File: src/rtl/dma_pkg.sv
package dma_pkg;
    typedef enum logic [1:0] {
        ST_IDLE,
        ST_RD,
        ST_CAP,
        ST_WR
    } dma_state_e;

    localparam logic [1:0] REG_SRC = 2'd0;
    localparam logic [1:0] REG_SEG = 2'd1;
    localparam logic [1:0] REG_CNT = 2'd2;
    localparam logic [1:0] REG_TGT = 2'd3;
endpackage

File: src/rtl/dma_incr.sv
module dma_incr #(
    parameter int W = 8
) (
    input  logic [W-1:0] val_i,
    output logic [W-1:0] val_o
);
    always_comb begin
        val_o = val_i + W'(1);
    end
endmodule

File: src/rtl/dma_seq.sv
module dma_seq
    import dma_pkg::*;
(
    input  logic clk,
    input  logic rst_n,
    input  logic start_i,
    input  logic last_i,
    input  logic gnt_i,
    output logic busy_o,
    output logic req_o,
    output logic we_o,
    output logic cap_o,
    output logic done_o
);
    typedef struct packed {
        dma_state_e st;
    } seq_t;

    seq_t seq_d, seq_q;

    always_comb begin
        seq_d  = seq_q;
        req_o  = 1'b0;
        we_o   = 1'b0;
        cap_o  = 1'b0;
        done_o = 1'b0;
        busy_o = (seq_q.st != ST_IDLE);
        case (seq_q.st)
            ST_IDLE: if (start_i) seq_d.st = ST_RD;
            ST_RD: begin
                req_o = 1'b1;
                if (gnt_i) seq_d.st = ST_CAP;
            end
            ST_CAP: begin
                cap_o    = 1'b1;
                seq_d.st = ST_WR;
            end
            ST_WR: begin
                req_o = 1'b1;
                we_o  = 1'b1;
                if (gnt_i) begin
                    done_o   = 1'b1;
                    seq_d.st = last_i ? ST_IDLE : ST_RD;
                end
            end
            default: seq_d.st = ST_IDLE;
        endcase
    end

    always_ff @(posedge clk or negedge rst_n) begin
        if (!rst_n) seq_q <= '{st: ST_IDLE};
        else        seq_q <= seq_d;
    end
endmodule

File: src/rtl/dma_word_engine.sv
module dma_word_engine
    import dma_pkg::*;
#(
    parameter int DATA_W = 16,
    parameter int SEG_W  = 6,
    parameter int TGT_W  = 14,
    parameter int CNT_W  = 16
) (
    input  logic              clk,
    input  logic              rst_n,
    input  logic              reg_we,
    input  logic [1:0]        reg_addr,
    input  logic [15:0]       reg_wdata,
    output logic [15:0]       reg_rdata,
    output logic              mem_req,
    input  logic              mem_gnt,
    output logic              mem_we,
    output logic [21:0]       mem_addr,
    output logic [15:0]       mem_wdata,
    input  logic [15:0]       mem_rdata
);
    localparam int SRC_W = DATA_W + SEG_W;

    typedef struct packed {
        logic [SEG_W-1:0]  src_seg;
        logic [DATA_W-1:0] src_off;
        logic [CNT_W-1:0]  cnt;
        logic [TGT_W-1:0]  tgt;
        logic [DATA_W-1:0] hold;
    } regs_t;

    regs_t regs_d, regs_q;

    logic             busy, cap, done, start, last, wr_ok;
    logic [SRC_W-1:0] src_cur, src_nxt;
    logic [TGT_W-1:0] tgt_cur, tgt_nxt;
    logic [CNT_W-1:0] cnt_cur;

    assign src_cur = {regs_q.src_seg, regs_q.src_off};
    assign tgt_cur = regs_q.tgt;
    assign cnt_cur = regs_q.cnt;
    assign wr_ok   = reg_we && !busy;
    assign start   = wr_ok && (reg_addr == REG_CNT) && (reg_wdata != '0);
    assign last    = (regs_q.cnt == CNT_W'(1));

    dma_incr #(.W(SRC_W)) u_src_inc (.val_i(src_cur), .val_o(src_nxt));
    dma_incr #(.W(TGT_W)) u_tgt_inc (.val_i(tgt_cur), .val_o(tgt_nxt));

    dma_seq u_seq (
        .clk    (clk),
        .rst_n  (rst_n),
        .start_i(start),
        .last_i (last),
        .gnt_i  (mem_gnt),
        .busy_o (busy),
        .req_o  (mem_req),
        .we_o   (mem_we),
        .cap_o  (cap),
        .done_o (done)
    );

    always_comb begin
        regs_d = regs_q;
        if (wr_ok) begin
            case (reg_addr)
                REG_SRC: regs_d.src_off = DATA_W'(reg_wdata);
                REG_SEG: regs_d.src_seg = SEG_W'(reg_wdata);
                REG_CNT: regs_d.cnt     = CNT_W'(reg_wdata);
                default: regs_d.tgt     = TGT_W'(reg_wdata);
            endcase
        end
        if (cap) regs_d.hold = DATA_W'(mem_rdata);
        if (done) begin
            {regs_d.src_seg, regs_d.src_off} = src_nxt;
            regs_d.tgt = tgt_nxt;
            regs_d.cnt = regs_q.cnt - CNT_W'(1);
        end
    end

    always_ff @(posedge clk or negedge rst_n) begin
        if (!rst_n) regs_q <= '0;
        else        regs_q <= regs_d;
    end

    always_comb begin
        case (reg_addr)
            REG_SRC: reg_rdata = 16'(regs_q.src_off);
            REG_SEG: reg_rdata = 16'(regs_q.src_seg);
            REG_CNT: reg_rdata = 16'(regs_q.cnt);
            default: reg_rdata = 16'(regs_q.tgt);
        endcase
    end

    assign mem_addr  = mem_we ? 22'(regs_q.tgt) : 22'(src_cur);
    assign mem_wdata = 16'(regs_q.hold);
endmodule

File: config.mk
export PLATFORM = sky130hd
export DESIGN_NAME = dma_word_engine
export DESIGN_NICKNAME = d
export VERILOG_FILES = /design/src/rtl/dma_pkg.sv /design/src/rtl/dma_incr.sv /design/src/rtl/dma_seq.sv /design/src/rtl/dma_word_engine.sv
export SDC_FILE = /design/constraint.sdc
export NUM_CORES = 1
export LEC_CHECK = 0
export BUFFER_PORTS_ARGS = -buffer_cell sky130_fd_sc_hd__buf_2
export CORE_AREA = 2 2 117 119
export DETAILED_ROUTE_END_ITERATION = 6
export DIE_AREA = 0 0 119 121
export PLACE_DENSITY = 0.71
export SLEW_MARGIN = 10
export SYNTH_ARGS = -nofsm -noshare
export SYNTH_HDL_FRONTEND = slang
export SYNTH_HIERARCHICAL = 1
export SYNTH_SLANG_ARGS = --single-unit
File: constraint.sdc
create_clock -name clk -period 1.72 [get_ports clk]
set_input_delay 0.258 -clock clk [delete_from_list [all_inputs] [get_ports clk]]
set_output_delay 0.258 -clock clk [all_outputs]
set_load 0.02 [all_outputs]
# Word-level counts from Yosys, hierarchy flattened
# Index checks and enable logic that the tools add are counted.
[totals]
in_bits = 38
reg_bits = 70
elab_cells = 56
[op_classes]
add_sub_neg = 3
reduce_logical = 19
mux = 18
n_eq_ne = 10
[ops]
columns = ["op", "count"]
rows = [
  ["$mux W52", 2],
  ["$pmux W16 S3", 1],
  ["$mux W16", 2],
  ["$add A22 B1 Y22 const B", 1],
  ["$mux W22", 1],
  ["$eq A16 B1 Y1 const B", 1],
  ["$reduce_bool A16 Y1", 1],
  ["$sub A16 B1 Y16 const B", 1],
  ["$add A14 B1 Y14 const B", 1],
  ["$mux W14", 1],
  ["$reduce_bool A2 Y1", 5],
  ["$pmux W2 S4", 1],
  ["$reduce_and A2 Y1", 4],
  ["$eq A2 B2 Y1 const B", 3],
  ["$mux W1", 6],
  ["$mux W2", 3],
  ["$mux W6", 1],
  ["$ne A2 B2 Y1 const B", 3],
  ["$eq A2 B1 Y1 const B", 2],
  ["$logic_not A2 Y1", 2],
  ["$logic_and A1 B1 Y1", 3],
  ["$reduce_and A3 Y1", 1],
  ["$reduce_or A3 Y1", 1],
  ["$ne A2 B1 Y1 const B", 1],
  ["other kinds (2)", 2],
]

# Logic depth before layout (Yosys ltp)
[depth]
ltp_word = 7
ltp_mapped = 9

# Modules after synthesis
# Netlist, hierarchy kept.
[by_module_without_submodules]
columns = ["mod", "n_inst", "seq_area_each_um2", "cells_each", "area_each_um2"]
rows = [
  ["dma_word_engine", 1, 1701.6, 387, 4036.4],
  ["dma_incr at u_src_inc", 1, 0.0, 52, 385.4],
  ["dma_incr at u_tgt_inc", 1, 0.0, 35, 259.0],
  ["dma_seq", 1, 50.0, 23, 219.0],
]

# Worst setup path after synthesis
# Ideal clock, no wire load.
[synth_timing]
path_type = "register -> register"
start = "register u_seq/seq_q[0] in the netlist's numbering"
end = "register u_seq/seq_q[1] in the netlist's numbering"
path_buffers = 1
path_stages_with_launch = 10
t_required_ps = 1600
setup_ps = 120
setup_slack_ps = -154
t_arrival_ps = 1755
path_cell_list = "dfrtp_1 -> inv_1 -> ha_1 -> inv_1 -> and4bb_2 -> buf_2 -> and2_1 -> nand2b_1 -> a21oi_1 -> a31o_1"
[synth_between]
elab_chain_len = 7
elab_cells_between_ends = 14
cone_classes = "6 x eq/ne; 1 x mux; 7 x reduce/logical"
[synth_rtl]
columns = ["item", "line_no", "source"]
rows = [
  ["from (decl)", "dma_seq.sv:19", "seq_t seq_d, seq_q;"],
  ["from (signal assigned)", "dma_seq.sv:51", "if (!rst_n) seq_q <= '{st: ST_IDLE};"],
  ["from (signal assigned)", "dma_seq.sv:52", "else seq_q <= seq_d;"],
  ["$reduce_bool A2 Y1", "dma_seq.sv:27", "busy_o = (seq_q.st != ST_IDLE);"],
  ["named net busy", "dma_word_engine.sv:34", "logic busy, cap, done, start, last, wr_ok;"],
  ["$logic_not A1 Y1", "dma_word_engine.sv:42", "assign wr_ok = reg_we && !busy;"],
  ["$logic_and A1 B1 Y1", "dma_word_engine.sv:42", ""],
  ["$logic_and A1 B1 Y1 (2 in series)", "dma_word_engine.sv:43", "assign start = wr_ok && (reg_addr == REG_CNT) && (reg_wdata != '0);"],
  ["named net start", "dma_word_engine.sv:34", ""],
  ["$ne A2 B2 Y1 (no line)", "--", ""],
  ["$reduce_and A3 Y1 (no line)", "--", ""],
]
# The timed path passes the listed nets, and every way through them passes these cells.
# A chain may end at the register's enable or synchronous reset.

# Worst setup path after layout
[layout_timing]
start = "register u_seq/seq_q[0] in the netlist's numbering"
end = "output port mem_addr[9]"
[layout_between]
elab_chain_len = 3
[layout_rtl]
columns = ["item", "line_no", "source"]
rows = [
  ["$eq A2 B2 Y1", "dma_seq.sv:28", "case (seq_q.st)"],
  ["$mux W1", "dma_seq.sv:28", ""],
  ["$mux W22", "dma_word_engine.sv:94", "assign mem_addr = mem_we ? 22'(regs_q.tgt) : 22'(src_cur);"],
  ["to (decl)", "dma_word_engine.sv:18", "output logic [21:0] mem_addr,"],
]
# Every way passes these cells.

==> results.tsv <==
metric	value	unit
outcome	complete, but fails checks	
R2R Path End	cnt_cur[2]	
Final nets	718	
Synth async-reset ratio	1.00	
first-pass GRT wire length	24000	um
min-delay src	mem_rdata[4]	
initial drt markers	465	
CTS max path bufs	2	
R2R Path Start	u_seq/seq_q[0]	
setup violators final	63	
CTS tree	done	
antenna violations before repair	0	
post-synthesis register bit count	70	
synthesized instance count	497	
worst-skew pair later-pin latency	340	ps
via/cell ratio	5.64	
Total GRT Usage	0.215	
total number of vias	4800	
max frequency	508	MHz
CTS buffer count	9	
H-tree Lvls	3	
hold depth	2	
Total Wirelength	16300	um
share of cells above drive strength 1	0.495	
Worst Hold Class	in -> reg	
Ports	94	
Die H	121	um
RSZ-0062 raised after global routing	true	
max_slew headroom	0.460	
worst setup margin	-250	ps
Critical Path AT	1710	ps
DR pass1 iterations	5	
Detailed Place HPWL	10600	um
die area	14400	um2
fill count	1027	
Clock Pin Slew Worst Setup and Hold Paths	60	ps
P_leak	3.17	nW
peak fanout along the critical path	6	
core area	13100	um2
r2r setup slk	-130	ps
commonest non-fill, non-tap cells in the layout	buf_4 (85), buf_2 (58), dfrtp_1 (55)	
failing checks	setup timing	
synthesized cell area	4900	um2
Final min period	1970	ps
remaining global-route overflow	0	
syn_nets	545	
DRC Markers	0	
Post-Route Utilization	0.551	
register area share after synthesis	0.358	
Unique masters post-synth	65	
Setup crit end kind	output pin	
vias in the first global route	4516	
critical path type	reg -> out	
Hold Path Sink	mem_wdata[4]	
Worst Tran Pin Value	802	ps
DR WL/cell	19.1	um
Root Buffer	clkbuf_16	
period utilisation layout	1.15	
port buffer count	93	
Post-synth EDFFs	0	
clk_skew	6.52	ps
Mapped Avg Cell Area	9.86	um2
reg2reg path depth	8	
most common cell after layout, fill and taps aside	buf_4	
CP startpoint kind	flop	
Synth warnings	6	
final hold violation count	0	
Chip Width	119	um
n_diodes	0	
Worst VDD drop	635	uV
Sink Count	70	
site row count	42	
synthesis-to-layout area growth	47.2	%
largest net degree at the start of global routing	85	
placed insts	792	
max cap viols	0	
pwr/cell area	1750	nW/um2
Starting Density	0.374	
GPL Wtd Cong	0.925	
Antenna Violating Nets Remaining	0	
fin cells	851	
Top FF cell, synth	dfrtp_1	
Setup WS pre-CTS	-138	ps
Slew Viols, Final	0	
worst endpoint required time	1460	ps
==> worst max-delay path: stages (launching register included) <==
cell,delay [ps]
dfrtp_1,380
buf_6,110
ha_4,230
clkbuf_16,200
mux2_4,310
buf_6,130
==> kinds of logic after synthesis <==
group           count (synthesis)  synth area share
compound gates                 88             0.117
xor+xnor                       33            0.0605
fa+ha+maj                      10            0.0255
buf+inv                        56            0.0631
flops                          70             0.358
mux                            81             0.191
simple gates                  159             0.185
==> worst max-delay path by stage <==
stage	to	slack, ps	cells after the start	from
floorplan	mem_addr[12]	-50	3	u_seq/seq_q[0]
global placement	u_seq/seq_q[0]	-120	7	reg_wdata[9]
detailed placement	u_seq/seq_q[0]	-140	7	reg_wdata[9]
CTS	mem_addr[12]	-250	5	u_seq/seq_q[0]
global route	mem_addr[5]	-290	5	u_seq/seq_q[0]
finish	mem_addr[9]	-250	5	u_seq/seq_q[0]
==> power by group <==
group | internal (mW) | switching [mW]
logic | 3.94 | 3.63
clock network | 1.12 | 0.749
registers | 2.42 | 0.788
total | 7.48 | 5.17
==> synthesized netlist by cell type (all sizes together), types with 3 or more instances <==
cell type | count | area, um2
o211ai | 3 | 22.5
nand2b | 3 | 18.8
and3 | 8 | 57.6
nor4 | 10 | 87.6
xor2 | 15 | 139
mux2 | 38 | 428
nor3 | 8 | 50.1
a211oi | 5 | 37.5
nor2 | 21 | 78.8
mux2i | 37 | 370
mux4 | 6 | 139
clkbuf | 11 | 51.3
or4 | 3 | 26.3
nand2 | 50 | 190
a22o | 8 | 70.1
buf | 32 | 209
and4 | 6 | 56.3
a21oi | 14 | 70.1
nor2b | 10 | 62.6
inv | 13 | 48.8
nand4 | 11 | 83.8
a31oi | 3 | 18.8
ha | 10 | 125
and2 | 3 | 18.8
xnor2 | 18 | 158
o21ai | 38 | 190
nand3 | 16 | 90.1
dfrtp | 70 | 1750
==> state kept, by name, summed over array words and instances (netlist names) <==
signal	flops
cnt_cur	16
mem_wdata	16
regs_q	22
tgt_cur	14
u_seq/seq_q	2
==> metrics by stage <==
step	instance area [um2]	hold slack, ps	setup TNS, ps	power [mW]
3_5_place_dp	5960	245	-1330	8.74
6_report	7210	152	-6780	12.6
5_1_grt	7210	144	-11710	13.3
2_1_floorplan	4940	-37.6	-135	6.86
4_1_cts	6790	146	-5880	11.6
3_3_place_gp	5960	247	-267	8.55
==> routing by layer <==
| layer | vias up | wire [um] | track usage |
|---|---|---|---|
| met5 | - | 0 | 0 |
| met4 | 0 | 609 | 0.0923 |
| met3 | 52 | 1020 | 0.0512 |
| met2 | 220 | 8300 | 0.365 |
| met1 | 2392 | 6350 | 0.261 |
| li1 | 2136 | - | - |
==> timing repair <==
action	4_1_cts	5_1_grt
hold buffers	1	0
gates cloned	2	2
setup endpoints to repair	70	82
pin swaps	9	9
endpoints found under the hold margin	17	0
resized for setup	86	98
setup buffers	28	12
==> cell type report <==
cell class,instances,area [um2],share of cell area
clock buffer,9,225,0.0312
timing repair buffer,205,1780,0.246
inverter,13,57.6,0.00798
multi-input combinational,371,3090,0.428
tap,176,220,0.0305
sequential,70,1770,0.245
clock inverter,7,73.8,0.0102
(Power assumes the default switching activity.)
